<file path="src/rtl/irq_cascade_pkg.sv">
package irq_cascade_pkg;
  localparam int unsigned NSRC        = 6;
  localparam int unsigned DW          = 32;
  localparam int unsigned AW          = 3;
  localparam int unsigned NDIRECT     = NSRC - 1;
  localparam int unsigned GATE_BIT    = 31;
  localparam int unsigned PIN_EN_BIT  = 0;
  localparam int unsigned CASCADE_BIT = NSRC - 1;

  typedef enum logic [AW-1:0] {
    ADR_UP_STAT  = 3'd0,
    ADR_UP_EN    = 3'd1,
    ADR_LO_STAT  = 3'd2,
    ADR_LO_EN    = 3'd3,
    ADR_CFG      = 3'd4
  } reg_addr_e;
endpackage

</file>
<file path="src/rtl/irq_src_bank.sv">
module irq_src_bank #(
  parameter int unsigned N        = 6,
  parameter bit          HAS_GATE = 1'b0
) (
  input  logic         clk,
  input  logic         rst_n,
  input  logic [N-1:0] evt_i,
  input  logic         stat_we,
  input  logic         en_we,
  input  logic [N-1:0] wmask,
  input  logic         wgate,
  output logic [N-1:0] stat_o,
  output logic [N-1:0] en_o,
  output logic         gate_o,
  output logic         any_o
);
  logic [N-1:0] stat_q, en_q, clr_mask;

  assign clr_mask = stat_we ? wmask : '0;

  // Clear first, then let a new event win
  always_ff @(posedge clk or negedge rst_n) begin
    if (!rst_n) stat_q <= '0;
    else        stat_q <= (stat_q & ~clr_mask) | evt_i;
  end

  always_ff @(posedge clk or negedge rst_n) begin
    if (!rst_n)     en_q <= '0;
    else if (en_we) en_q <= wmask;
  end

  generate
    if (HAS_GATE) begin : g_gate
      logic gate_q;
      always_ff @(posedge clk or negedge rst_n) begin
        if (!rst_n)     gate_q <= 1'b0;
        else if (en_we) gate_q <= wgate;
      end
      assign gate_o = gate_q;
    end else begin : g_nogate
      assign gate_o = 1'b1;
    end
  endgenerate

  assign stat_o = stat_q;
  assign en_o   = en_q;
  assign any_o  = (|(stat_q & en_q)) & gate_o;
endmodule

</file>
<file path="src/rtl/irq_pin_hold.sv">
module irq_pin_hold (
  input  logic clk,
  input  logic rst_n,
  input  logic cfg_we,
  input  logic cfg_pin_en,
  input  logic level_i,
  output logic pin_en_o,
  output logic irq_o
);
  logic pin_en_q, hold_q;

  always_ff @(posedge clk or negedge rst_n) begin
    if (!rst_n)      pin_en_q <= 1'b0;
    else if (cfg_we) pin_en_q <= cfg_pin_en;
  end

  // Transparent-latch model: follows while enabled, freezes otherwise
  always_ff @(posedge clk or negedge rst_n) begin
    if (!rst_n)        hold_q <= 1'b0;
    else if (pin_en_q) hold_q <= level_i;
  end

  assign pin_en_o = pin_en_q;
  assign irq_o    = hold_q;
endmodule

</file>
<file path="src/rtl/irq_reg_decode.sv">
module irq_reg_decode
  import irq_cascade_pkg::*;
#(
  parameter int unsigned N = NSRC
) (
  input  logic          clk,
  input  logic          rst_n,
  input  logic [AW-1:0] addr,
  input  logic          wr,
  input  logic          rd,
  output logic          up_stat_we,
  output logic          up_en_we,
  output logic          lo_stat_we,
  output logic          lo_en_we,
  output logic          cfg_we,
  input  logic [N-1:0]  up_stat,
  input  logic [N-1:0]  up_en,
  input  logic [N-1:0]  lo_stat,
  input  logic [N-1:0]  lo_en,
  input  logic          lo_gate,
  input  logic          pin_en,
  output logic [DW-1:0] rdata
);
  logic [DW-1:0] rd_word, rdata_q;

  assign up_stat_we = wr && (addr == ADR_UP_STAT);
  assign up_en_we   = wr && (addr == ADR_UP_EN);
  assign lo_stat_we = wr && (addr == ADR_LO_STAT);
  assign lo_en_we   = wr && (addr == ADR_LO_EN);
  assign cfg_we     = wr && (addr == ADR_CFG);

  always_comb begin
    rd_word = '0;
    unique case (addr)
      ADR_UP_STAT: rd_word[N-1:0] = up_stat;
      ADR_UP_EN:   rd_word[N-1:0] = up_en;
      ADR_LO_STAT: rd_word[N-1:0] = lo_stat;
      ADR_LO_EN: begin
        rd_word[N-1:0]  = lo_en;
        rd_word[GATE_BIT] = lo_gate;
      end
      ADR_CFG:     rd_word[PIN_EN_BIT] = pin_en;
      default:     rd_word = '0;
    endcase
  end

  always_ff @(posedge clk or negedge rst_n) begin
    if (!rst_n)  rdata_q <= '0;
    else if (rd) rdata_q <= rd_word;
  end

  assign rdata = rdata_q;
endmodule

</file>
<file path="src/rtl/irq_cascade_ctrl.sv">
module irq_cascade_ctrl
  import irq_cascade_pkg::*;
(
  input  logic               clk,
  input  logic               rst_n,
  input  logic [AW-1:0]      reg_addr,
  input  logic               reg_wr,
  input  logic [DW-1:0]      reg_wdata,
  input  logic               reg_rd,
  output logic [DW-1:0]      reg_rdata,
  input  logic [NSRC-1:0]    sub_evt,
  input  logic [NDIRECT-1:0] top_evt,
  output logic               irq_o
);
  logic up_stat_we, up_en_we, lo_stat_we, lo_en_we, cfg_we;
  logic [NSRC-1:0] lo_stat, lo_en, up_stat, up_en, up_evt;
  logic lo_gate, lo_any, up_gate, up_any, pin_en;

  irq_reg_decode #(.N(NSRC)) u_dec (
    .clk(clk), .rst_n(rst_n), .addr(reg_addr), .wr(reg_wr), .rd(reg_rd),
    .up_stat_we(up_stat_we), .up_en_we(up_en_we),
    .lo_stat_we(lo_stat_we), .lo_en_we(lo_en_we), .cfg_we(cfg_we),
    .up_stat(up_stat), .up_en(up_en), .lo_stat(lo_stat), .lo_en(lo_en),
    .lo_gate(lo_gate), .pin_en(pin_en), .rdata(reg_rdata)
  );

  irq_src_bank #(.N(NSRC), .HAS_GATE(1'b1)) u_lower (
    .clk(clk), .rst_n(rst_n), .evt_i(sub_evt),
    .stat_we(lo_stat_we), .en_we(lo_en_we),
    .wmask(reg_wdata[NSRC-1:0]), .wgate(reg_wdata[GATE_BIT]),
    .stat_o(lo_stat), .en_o(lo_en), .gate_o(lo_gate), .any_o(lo_any)
  );

  // Cascade input occupies the top bit of the upper group
  assign up_evt = {lo_any, top_evt};

  irq_src_bank #(.N(NSRC), .HAS_GATE(1'b0)) u_upper (
    .clk(clk), .rst_n(rst_n), .evt_i(up_evt),
    .stat_we(up_stat_we), .en_we(up_en_we),
    .wmask(reg_wdata[NSRC-1:0]), .wgate(1'b0),
    .stat_o(up_stat), .en_o(up_en), .gate_o(up_gate), .any_o(up_any)
  );

  irq_pin_hold u_pin (
    .clk(clk), .rst_n(rst_n), .cfg_we(cfg_we),
    .cfg_pin_en(reg_wdata[PIN_EN_BIT]), .level_i(up_any),
    .pin_en_o(pin_en), .irq_o(irq_o)
  );
endmodule

</file>
<file path="config.mk">
export PLATFORM = sky130hd
export DESIGN_NAME = irq_cascade_ctrl
export DESIGN_NICKNAME = d
export VERILOG_FILES = /design/src/rtl/irq_cascade_pkg.sv /design/src/rtl/irq_src_bank.sv /design/src/rtl/irq_pin_hold.sv /design/src/rtl/irq_reg_decode.sv /design/src/rtl/irq_cascade_ctrl.sv
export SDC_FILE = /design/constraint.sdc
export NUM_CORES = 1
export LEC_CHECK = 0
export BUFFER_PORTS_ARGS = -buffer_cell sky130_fd_sc_hd__buf_2
export CAP_MARGIN = 20
export CORE_UTILIZATION = 46
export CTS_CLUSTER_SIZE = 30
export DETAILED_ROUTE_END_ITERATION = 8
export PLACE_DENSITY = 0.79
export SLEW_MARGIN = 5
export SYNTH_ARGS = -nofsm -noshare
export SYNTH_HDL_FRONTEND = slang
export SYNTH_SLANG_ARGS = --single-unit
</file>
<file path="constraint.sdc">
create_clock -name clk -period 1.4 [get_ports clk]
set_input_delay 0.28 -clock clk [delete_from_list [all_inputs] [get_ports clk]]
set_output_delay 0.28 -clock clk [all_outputs]
set_load 0.01 [all_outputs]
</file>
==> metrics.yaml <==
synth:
  synth_top_area_share: 0.4755
  synth_cell_types: 27
  syn_inst: 148
  avgSynthCellArea_um2: 12.09
  synth-main-ff-cell: "dfrtp_1"
  yosys.area.top_type: "dfrtp_1"
  yosysMostFrequentCell: "dfrtp_1"
  synth_common_cells: "dfrtp_1, buf_4, mux2_2"
  synth-seq-cells: 34
  netlist_area_um2: 1789
  yosysSeqAreaShare: 0.4755
  async_reset_ff_frac: 1.000
  synth_edf_count: 0
  synth.area.top_cells: "dfrtp_1, mux2_2, buf_4, mux4_2, a21o_1"
  yosysWarnings: 0
detailed_routing:
  final_antenna_net_count: 0
  wl_per_cell_um: 13.41
  drt_iter0_markers: 33
  drc_errors: 0
  num_vias: 1177
  drtPass1Iterations: 4
  routed_via_density: 4.824
  routed_wl_um: 3272
worst_hold_path:
  hp-start: "sub_evt[0]"
  holdPathStages: 2
  hold_path_end: "u_lower.stat_o[0]"
  min-delay-path-class: "in -> reg"
place:
  gp_congestion: 0.8976
  place.port_buffers: 32
  placed_area_um2: 1981
  dp_hpwl_um: 2375
cells_and_area:
  fin_nets: 245
  area_delta_synth_final_pct: 17.41
  drive_above_1_share: 0.3980
  n_antenna_cell: 0
  fin_area_um2: 2101
timing:
  period_needed_ns: 1.138
  tns_ns: 0
  rsz0062_at_grt: "no"
  finalClockSkew_ns: 0.002747
  finalSetupViolCount: 0
  drv_slew: 0
  fin_crit_sh: 0.8131
  hold_violations: 0
  whs_ns: 0.1606
  fmax_ghz: 0.8784
grt:
  grt_start_max_net_pins: 35
  overflow: 0
  first_global_vias: 1159
  grtUsageTotal: 0.1875
  grt_pass1_wl_um: 5658
  antenna_found_initial: 0
clock_tree:
  ctsLongestPathBuffers: 2
  cts-resized-gates: 0
  clkSlewWorstSetupHoldPaths_ns: 0.06
  clock-sinks: 34
  htreeDepth: 2
  cts_root_buf: "clkbuf_8"
  numCtsBuffers: 5
  clkLatencyLatePin_ns: 0.29
  cts_tree: "done"
setup_path:
  start_kind: "flop"
  path_max_fanout: 3
  reg2regPathDepth: 3
  arrival_ns: 1.31
  reg2reg_slack_ns: 0.26
  crit_type: "reg -> reg"
  cp.required_ns: 1.57
  end_kind: "flop"
  timing.rr.start: "u_upper.stat_o[4]"
  r2r-end: "u_dec.rdata[4]"
die:
  die_w_um: 64.37
  start_util: 0.4851
  row_count: 22
  num_io_pins: 83
  fp.dieH_um: 64.37
  core_area_um2: 3689
  dieArea_um2: 4143
power:
  p_per_area_nw_per_um2: 1182
  p_leak_nw: 0.9804
  max-vdd-ir-drop_uv: 748.7
status:
  status: "complete, no violations"
flow_run:
  drv_cap: 0
registers in the layout, summed over array words and instances, names as in the netlist:
signal / count
u_dec.rdata: 7
u_lower.gate_o: 1
u_pin.pin_en_o: 1
u_lower.en_o: 6
u_upper.en_o: 6
u_pin.irq_o: 1
u_lower.stat_o: 6
u_upper.stat_o: 6
kinds of logic after synthesis:
group                  share of synthesized area
other                                   0.002096
flip-flops                                0.4755
AND/OR/NAND/NOR                           0.1042
multiplexers                              0.1699
AO/OA/AOI/OAI                             0.1077
buffers and inverters                     0.1406
metal layers:
layer | track usage | part of all wire
met3 | 0.06786 | 0.066
met4 | 0.07500 | 0.015
met1 | 0.2534 | 0.45
met5 | 0 | 0
met2 | 0.2711 | 0.47
worst max-delay path by stage:
stage | from | endpoint | slack, ns | depth (start not counted)
3_3_place_gp | reg_addr[1] | u_lower.en_o[0] | 0.03 | 4
2_1_floorplan | reg_addr[2] | u_upper.en_o[0] | 0.20 | 3
6_report | u_upper.stat_o[4] | u_dec.rdata[4] | 0.26 | 3
5_1_grt | u_lower.stat_o[5] | u_dec.rdata[5] | 0.20 | 3
4_1_cts | u_upper.stat_o[4] | u_dec.rdata[4] | 0.26 | 3
3_5_place_dp | reg_addr[1] | u_lower.en_o[0] | 0.03 | 4
timing repair:
| action | in CTS | in global routing |
|---|---|---|
| setup buffers | 0 | 0 |
| endpoints found under the hold margin | 34 | 0 |
| hold buffers | 1 | 0 |
area by class of cell:
type | count | area (um^2)
flip-flops and latches | 34 | 850.8
well taps | 48 | 60.06
clock buffers | 8 | 110.1
inverters | 10 | 37.54
repair buffers | 44 | 265.3
multi-input cells | 100 | 777.0
fillers | 334 | 1588
layout by cell type (no fill, tap or decap):
cell           instances
nand2b_4               1
mux4_2                 5
a21o_1                11
a21oi_1                1
a41oi_1                1
inv_1                 10
nand4b_1               1
nand2_1               11
nor3b_4                2
nand3_1                2
mux2_2                17
o21ai_0                1
buf_2                 32
a22o_1                 1
conb_1                25
a22oi_1                6
nor2_1                 3
and4b_1                1
nand3b_1               1
nand4b_4               1
o22ai_1                5
dlygate4sd3_1          1
a31oi_1                1
buf_12                 1
buf_4                 10
nor3_2                 1
nand2b_1               2
dfrtp_1               34
clkbuf_8               8
metrics by stage:
step | setup slack, ns | cells | power [mW] | utilization
final | 0.2616 | 244 | 2.483 | 0.5695
after global routing | 0.1975 | 244 | 2.611 | 0.5695
after CTS | 0.2638 | 244 | 2.513 | 0.5695
after detailed placement | 0.02592 | 235 | 1.653 | 0.5370
after global placement | 0.03482 | 235 | 1.639 | 0.5370
after floorplan | 0.2012 | 172 | 1.528 | -
critical path: stages, from the launching register on:
cell	delay [ns]
dfrtp_1	0.41
mux4_2	0.48
inv_1	0.07
o22ai_1	0.05
power breakdown:
part	internal, mW	switching, mW	leakage (nW)	total [mW]
Combinational	0.235	0.206	0.549	0.441
Clock	0.496	0.346	0.0575	0.842
Sequential	1.11	0.0910	0.374	1.20
Total	1.84	0.644	0.980	2.48
Note: power is estimated with default switching activity, not from simulation.
